File: src/rtl/pcru_pkg.sv
package pcru_pkg;
    localparam int CAUSE_W = 32;

    // entry field positions
    localparam int B_X    = 0;
    localparam int B_W    = 1;
    localparam int B_R    = 2;
    localparam int B_PRIV = 3;
    localparam int B_ATT0 = 4;
    localparam int B_CHG  = 7;
    localparam int B_REF  = 8;

    localparam logic [1:0] ATT_NIO = 2'b11;

    localparam logic [CAUSE_W-1:0] CAUSE_GUARD = 32'h1000_0000;
    localparam logic [CAUSE_W-1:0] CAUSE_PROT  = 32'h0800_0000;
    localparam logic [CAUSE_W-1:0] CAUSE_STORE = 32'h0200_0000;

    // granted-set bit order {R,W,X}
    localparam int G_X = 0;
    localparam int G_W = 1;
    localparam int G_R = 2;

    typedef enum logic [1:0] {
        ACC_LOAD  = 2'd0,
        ACC_STORE = 2'd1,
        ACC_FETCH = 2'd2,
        ACC_RSVD  = 2'd3
    } acc_e;

    typedef enum logic [1:0] {
        ST_IDLE  = 2'd0,
        ST_WRITE = 2'd1,
        ST_DONE  = 2'd2
    } fsm_e;
endpackage

File: src/rtl/pcru_perm_eval.sv
module pcru_perm_eval
    import pcru_pkg::*;
(
    input  logic [8:0]          pte_lo,
    input  acc_e                kind,
    input  logic                user,
    input  logic [2:0]          amr,
    output logic [2:0]          perm,
    output logic                fault,
    output logic [CAUSE_W-1:0]  cause
);
    logic [2:0] auth;
    logic [2:0] need;
    logic       guard;
    logic       priv;

    always_comb begin
        priv       = pte_lo[B_PRIV];
        auth[G_X]  = pte_lo[B_X];
        auth[G_W]  = pte_lo[B_W];
        auth[G_R]  = pte_lo[B_R] | pte_lo[B_W];

        guard = (pte_lo[B_ATT0+1:B_ATT0] == ATT_NIO) && (kind == ACC_FETCH);

        if (priv && user) begin
            perm = 3'b000;
        end else if (user || priv) begin
            perm = auth;
        end else begin
            perm = auth & amr;
        end

        unique case (kind)
            ACC_STORE: need = 3'b010;
            ACC_FETCH: need = 3'b001;
            default:   need = 3'b100;
        endcase

        fault = guard || ((need & ~perm) != 3'b000);
        if (guard) begin
            cause = CAUSE_GUARD;
        end else if (fault) begin
            cause = CAUSE_PROT;
        end else begin
            cause = '0;
        end
    end
endmodule

File: src/rtl/pcru_rc_update.sv
module pcru_rc_update
    import pcru_pkg::*;
#(
    parameter int PTE_W = 64
) (
    input  logic [PTE_W-1:0] pte_in,
    input  logic             is_store,
    input  logic [2:0]       perm_in,
    output logic [PTE_W-1:0] pte_out,
    output logic             changed,
    output logic [2:0]       perm_out
);
    always_comb begin
        pte_out        = pte_in;
        pte_out[B_REF] = 1'b1;
        perm_out       = perm_in;
        if (is_store) begin
            pte_out[B_CHG] = 1'b1;
        end else begin
            perm_out[G_W] = 1'b0;
        end
        changed = (pte_out != pte_in);
    end
endmodule

File: src/rtl/pcru_fault_fmt.sv
module pcru_fault_fmt
    import pcru_pkg::*;
#(
    parameter int EA_W = 64
) (
    input  logic               fault,
    input  logic [CAUSE_W-1:0] cause,
    input  acc_e               kind,
    input  logic [EA_W-1:0]    ea,
    output logic [CAUSE_W-1:0] status,
    output logic [EA_W-1:0]    addr,
    output logic [CAUSE_W-1:0] errcode
);
    always_comb begin
        status  = '0;
        addr    = '0;
        errcode = '0;
        if (fault) begin
            if (kind == ACC_FETCH) begin
                errcode = cause;
            end else begin
                status = cause;
                if (kind == ACC_STORE) begin
                    status = status | CAUSE_STORE;
                end
                addr = ea;
            end
        end
    end
endmodule

File: src/rtl/pcru_top.sv
module pcru_top
    import pcru_pkg::*;
#(
    parameter int PTE_W = 64,
    parameter int EA_W  = 64,
    parameter int PA_W  = 56
) (
    input  logic               clk,
    input  logic               rst_n,
    input  logic               req_valid,
    output logic               req_ready,
    input  logic [1:0]         req_kind,
    input  logic               req_user,
    input  logic [2:0]         req_amr,
    input  logic [PTE_W-1:0]   req_pte,
    input  logic [PA_W-1:0]    req_pte_addr,
    input  logic [EA_W-1:0]    req_ea,
    output logic               wr_valid,
    input  logic               wr_ready,
    output logic [PA_W-1:0]    wr_addr,
    output logic [PTE_W-1:0]   wr_data,
    output logic               rsp_done,
    output logic               rsp_fault,
    output logic [2:0]         rsp_perm,
    output logic [PTE_W-1:0]   rsp_pte,
    output logic [31:0]        rsp_status,
    output logic [EA_W-1:0]    rsp_addr,
    output logic [31:0]        rsp_errcode
);
    typedef struct packed {
        fsm_e                st;
        acc_e                kind;
        logic                user;
        logic [PTE_W-1:0]    pte_org;
        logic [PTE_W-1:0]    pte_new;
        logic [PA_W-1:0]     pte_addr;
        logic [2:0]          perm;
        logic                fault;
        logic [CAUSE_W-1:0]  status;
        logic [EA_W-1:0]     addr;
        logic [CAUSE_W-1:0]  errcode;
    } state_t;

    state_t s_d, s_q;

    acc_e               kind_in;
    logic [2:0]         perm_raw;
    logic               fault_raw;
    logic [CAUSE_W-1:0] cause_raw;
    logic [PTE_W-1:0]   pte_upd;
    logic               pte_chg;
    logic [2:0]         perm_trim;
    logic [CAUSE_W-1:0] fmt_status;
    logic [EA_W-1:0]    fmt_addr;
    logic [CAUSE_W-1:0] fmt_errcode;

    assign kind_in = acc_e'(req_kind);

    pcru_perm_eval u_perm (
        .pte_lo (req_pte[8:0]),
        .kind   (kind_in),
        .user   (req_user),
        .amr    (req_amr),
        .perm   (perm_raw),
        .fault  (fault_raw),
        .cause  (cause_raw)
    );

    pcru_rc_update #(.PTE_W(PTE_W)) u_rc (
        .pte_in   (req_pte),
        .is_store (kind_in == ACC_STORE),
        .perm_in  (perm_raw),
        .pte_out  (pte_upd),
        .changed  (pte_chg),
        .perm_out (perm_trim)
    );

    pcru_fault_fmt #(.EA_W(EA_W)) u_fmt (
        .fault   (fault_raw),
        .cause   (cause_raw),
        .kind    (kind_in),
        .ea      (req_ea),
        .status  (fmt_status),
        .addr    (fmt_addr),
        .errcode (fmt_errcode)
    );

    always_comb begin
        s_d = s_q;
        unique case (s_q.st)
            ST_IDLE: begin
                if (req_valid) begin
                    s_d.kind     = kind_in;
                    s_d.user     = req_user;
                    s_d.pte_org  = req_pte;
                    s_d.pte_addr = req_pte_addr;
                    s_d.fault    = fault_raw;
                    s_d.status   = fmt_status;
                    s_d.addr     = fmt_addr;
                    s_d.errcode  = fmt_errcode;
                    if (fault_raw) begin
                        s_d.perm    = 3'b000;
                        s_d.pte_new = req_pte;
                        s_d.st      = ST_DONE;
                    end else begin
                        s_d.perm    = perm_trim;
                        s_d.pte_new = pte_upd;
                        s_d.st      = pte_chg ? ST_WRITE : ST_DONE;
                    end
                end
            end
            ST_WRITE: begin
                if (wr_ready) begin
                    s_d.st = ST_DONE;
                end
            end
            ST_DONE: begin
                s_d.st = ST_IDLE;
            end
            default: begin
                s_d.st = ST_IDLE;
            end
        endcase
    end

    always_ff @(posedge clk or negedge rst_n) begin
        if (!rst_n) begin
            s_q <= '{st: ST_IDLE, kind: ACC_LOAD, default: '0};
        end else begin
            s_q <= s_d;
        end
    end

    assign req_ready   = (s_q.st == ST_IDLE);
    assign wr_valid    = (s_q.st == ST_WRITE);
    assign wr_addr     = s_q.pte_addr;
    assign wr_data     = s_q.pte_new;
    assign rsp_done    = (s_q.st == ST_DONE);
    assign rsp_fault   = s_q.fault;
    assign rsp_perm    = s_q.perm;
    assign rsp_pte     = s_q.pte_new;
    assign rsp_status  = s_q.status;
    assign rsp_addr    = s_q.addr;
    assign rsp_errcode = s_q.errcode;


    wr_hold_chk: assert property (@(posedge clk) disable iff (!rst_n)
        (wr_valid && !wr_ready) |=> (wr_valid && $stable(wr_data) && $stable(wr_addr)));


    wr_differs_chk: assert property (@(posedge clk) disable iff (!rst_n)
        wr_valid |-> (wr_data != s_q.pte_org));


    done_pulse_chk: assert property (@(posedge clk) disable iff (!rst_n)
        rsp_done |=> !rsp_done);


    done_after_wr_chk: assert property (@(posedge clk) disable iff (!rst_n)
        (wr_valid && wr_ready) |=> rsp_done);


    wb_ref_chk: assert property (@(posedge clk) disable iff (!rst_n)
        wr_valid |-> (wr_data[B_REF] && !rsp_fault));


    rd_no_write_chk: assert property (@(posedge clk) disable iff (!rst_n)
        (rsp_done && (s_q.kind != ACC_STORE)) |-> !rsp_perm[G_W]);


    user_priv_chk: assert property (@(posedge clk) disable iff (!rst_n)
        (rsp_done && s_q.user && s_q.pte_org[B_PRIV]) |-> (rsp_fault && rsp_perm == 3'b000));


    busy_ready_chk: assert property (@(posedge clk) disable iff (!rst_n)
        (wr_valid || rsp_done) |-> !req_ready);
endmodule

File: config.mk
export PLATFORM = sky130hd
export DESIGN_NAME = pcru_top
export DESIGN_NICKNAME = d
export VERILOG_FILES = /design/src/rtl/pcru_pkg.sv /design/src/rtl/pcru_perm_eval.sv /design/src/rtl/pcru_rc_update.sv /design/src/rtl/pcru_fault_fmt.sv /design/src/rtl/pcru_top.sv
export SDC_FILE = /design/constraint.sdc
export NUM_CORES = 1
export LEC_CHECK = 0
export ABC_CLOCK_PERIOD_IN_PS = 2000
export BUFFER_PORTS_ARGS = -buffer_cell sky130_fd_sc_hd__buf_4
export CORE_MARGIN = 8
export CORE_UTILIZATION = 45
export DETAILED_ROUTE_END_ITERATION = 10
export GPL_TIMING_DRIVEN = 0
export HOLD_SLACK_MARGIN = 0.1
export PLACE_DENSITY = 0.73
export SLEW_MARGIN = 20
export SYNTH_ARGS = -nofsm -noshare
export SYNTH_HDL_FRONTEND = slang
export SYNTH_HIERARCHICAL = 1
export SYNTH_SLANG_ARGS = --single-unit
File: constraint.sdc
create_clock -name clk -period 2 [get_ports clk]
set_input_delay 0.2 -clock clk [delete_from_list [all_inputs] [get_ports clk]]
set_output_delay 0.2 -clock clk [all_outputs]
set_load 0.02 [all_outputs]
==> flow_summary.json <==
{
  "detail-route-antenna-nets": 0,
  "layout-drive-gt1-share": 0.648,
  "io_buffers": 512,
  "clkSinkCount": 254,
  "maxCapViolCount": 0,
  "synth-seq-cells": 254,
  "synthArstFlopShare": 1.00,
  "viasPerCell": 4.50,
  "setup_viol": 0,
  "holdWs_ns": 0.137,
  "cts_root_buffer": "clkbuf_16",
  "synthFlopType": "dfrtp_1",
  "finalHoldViolCount": 0,
  "irDropWorstVdd_v": 0.000885,
  "gp_congestion": 0.837,
  "synth_edf_count": 0,
  "vias": 11158,
  "gr-max-usage-layer": "met2",
  "arrival_ns": 2.33,
  "synth_top_area_frac": 0.421,
  "die_y_um": 199,
  "io_pins": 513,
  "core.rowCount": 67,
  "met2_usage": 0.408,
  "core-area_um2": 33300,
  "rsz0062_at_grt": "false",
  "dieWidth_um": 199,
  "fmax_ghz": 0.524,
  "start_kind": "input pin",
  "yosysUniqueCellTypes": 35,
  "h-tree-depth": 1,
  "p_leak_nw": 11.9,
  "status": "finished, final reports clean",
  "hp-class": "in2reg",
  "synth.area.top_cells": "dfrtp_1, buf_4, mux2_2, mux2_4, mux2_1",
  "grtUsageMet1": 0.258,
  "required_ns": 2.42,
  "syn_area_per_cell_um2": 12.2,
  "grt_max_degree": 89,
  "synth_top_area_cell": "dfrtp_1",
  "setup_slack_ns": 0.0919,
  "clkLatencyLatePin_ns": 0.54,
  "syn_area_um2": 15100,
  "dp_hpwl_mm": 33.6,
  "slew-limit-headroom": 0.621,
  "rrSetupSlack_ns": 0.18,
  "setup.worst_path.end_class": "flip-flop",
  "dp.cells": 2235,
  "first_global_vias": 12381,
  "period_minus_slack_ns": 1.91,
  "ys_seq_area_frac": 0.421,
  "place_area_um2": 19700,
  "yosysWarningCount": 6,
  "instances_no_fill": 2479,
  "nFillCells": 2330,
  "power_density_nw_per_um2": 1160,
  "wirelength_mm": 46.9,
  "finalNetCount": 2206,
  "grt_antenna_before_repair": 2,
  "skew_ns": 0.00571,
  "initialDrtViolationCount": 403,
  "dp_slack_ns": -0.200,
  "cts_buffer_depth": 3,
  "grt_usage": 0.226,
  "clkSlewWorstSetupHoldPaths_ns": 0.06,
  "tightest_slew_ns": 0.569,
  "drc_errors": 0,
  "numCtsBuffers": 29,
  "syn_inst": 1243,
  "die-area_um2": 39700,
  "area_growth_pct": 49.8,
  "grt_overflow_total": 0,
  "initial_core_util": 0.454,
  "maxSlewViolCount": 0,
  "drtPass1Iterations": 5,
  "path_max_fanout": 10,
  "stdcell_area_um2": 22600,
  "cts_tree": "built",
  "grt_pass1_wl_mm": 70.5,
  "wl_per_cell_um": 18.9,
  "worstSetupPathType": "in2reg",
  "use_met3": 0.0485,
  "finalCritPeriodShare": 0.954
}
[critical path: stages]
cell and delay, ns:
buf_4 0.13, inv_1 0.05, ha_1 0.20, and3_4 0.19, nand4b_1 0.21, buf_6 0.16
buf_6 0.14, buf_6 0.15, nand2b_4 0.15, a22o_1 0.19, dlygate4sd3_1 0.54
[synth_stat cells (all sizes together) (3+ instances only)]
cell / instances
buf: 461
mux2: 316
dfrtp: 254
and3: 66
nor2: 66
nand2: 32
clkbuf: 10
nor2b: 7
o21ai: 5
inv: 4
nor3: 3
[placed cells by master (no fill, tap or decap), types with 2 or more instances in the layout]
| cell | n |
|---|---|
| mux2_2 | 161 |
| and3_1 | 65 |
| nor3_2 | 2 |
| dfrtp_1 | 254 |
| mux2_1 | 37 |
| buf_6 | 10 |
| buf_4 | 938 |
| nand2_1 | 32 |
| clkbuf_16 | 29 |
| nor2b_1 | 7 |
| conb_1 | 31 |
| dlygate4sd3_1 | 187 |
| bufinv_16 | 4 |
| clkbuf_8 | 9 |
| nand2b_4 | 2 |
| buf_8 | 6 |
| buf_2 | 12 |
| o21ai_1 | 3 |
| diode_2 | 3 |
| buf_16 | 3 |
| clkbuf_1 | 15 |
| clkinv_2 | 2 |
| o2bb2ai_1 | 2 |
| a21bo_2 | 2 |
| ha_1 | 2 |
| buf_12 | 12 |
| mux2_4 | 118 |
| nor2_1 | 66 |
| inv_1 | 4 |
[worst paths after layout]
kind / cells after the start / from / to
worst max-delay path: 11 / req_kind[0] / s_q[320]
worst min-delay path: 4 / req_pte[4] / rsp_pte[4]
worst max register to register: 6 / s_q[320] / s_q[320]
worst min register to register: 1 / wr_addr[40] / wr_addr[40]
max in group asynchronous: 3 / rst_n / wr_addr[46]
min in group asynchronous: 2 / rst_n / rsp_status[8]
[routing by layer]
layer	part of all wire	wire, um
met5	0	0
met3	0.067	3120
met2	0.51	24000
met1	0.38	18000
met4	0.038	1780
[through the flow]
| stage | total power, W | utilization | setup TNS, ns |
|---|---|---|---|
| after detailed placement | 0.0202 | 0.592 | -11.57 |
| after floorplan | 0.0156 | - | 0 |
| after global placement | 0.0200 | 0.590 | -380.94 |
| final | 0.0262 | 0.680 | 0 |
| after global routing | 0.0273 | 0.680 | 0 |
| after CTS | 0.0262 | 0.679 | 0 |
[power by group]
group,internal [W],switching [W],leakage [nW]
Clock,0.00348,0.00212,0.492
Combinational,0.00728,0.00568,8.25
Sequential,0.00655,0.00107,3.18
[state kept, by name, summed over array words and instances, names as in the netlist]
| register | count |
|---|---|
| rsp_perm | 3 |
| rsp_errcode | 32 |
| rsp_addr | 64 |
| rsp_pte | 64 |
| rsp_fault | 1 |
| s_q | 2 |
| rsp_status | 32 |
| wr_addr | 56 |
[area by class of cell]
| type | count | area [um2] | area share |
|---|---|---|---|
| antenna | 3 | 7.51 | 0.000332 |
| buffer | 471 | 3690 | 0.163 |
| clock buffer | 43 | 868 | 0.0384 |
| clock inverter | 6 | 130 | 0.00575 |
| inverter | 4 | 15.0 | 0.000663 |
| multi-input combinational | 543 | 5160 | 0.228 |
| sequential | 254 | 6360 | 0.281 |
| tap | 448 | 561 | 0.0248 |
| timing repair buffer | 707 | 5840 | 0.258 |
[what timing repair did]
item	4_1_cts	5_1_grt
buffers inserted	0	5
endpoints found under the hold margin	439	0
setup endpoints to repair	0	2
resized for setup	0	2
hold buffers	188	0
[cell families (layout without fill, tap and decap cells)]
kind of cell	after synthesis	after routing	share of synthesized area
buf+inv	475	1231	0.245
mux	316	316	0.265
flops	254	254	0.421
simple gates	183	183	0.0615
compound gates	11	11	0.00538
fa+ha+maj	2	2	0.00166
other cells	2	34	0.000497
No activity file was read; power rests on OpenSTA's default activity.
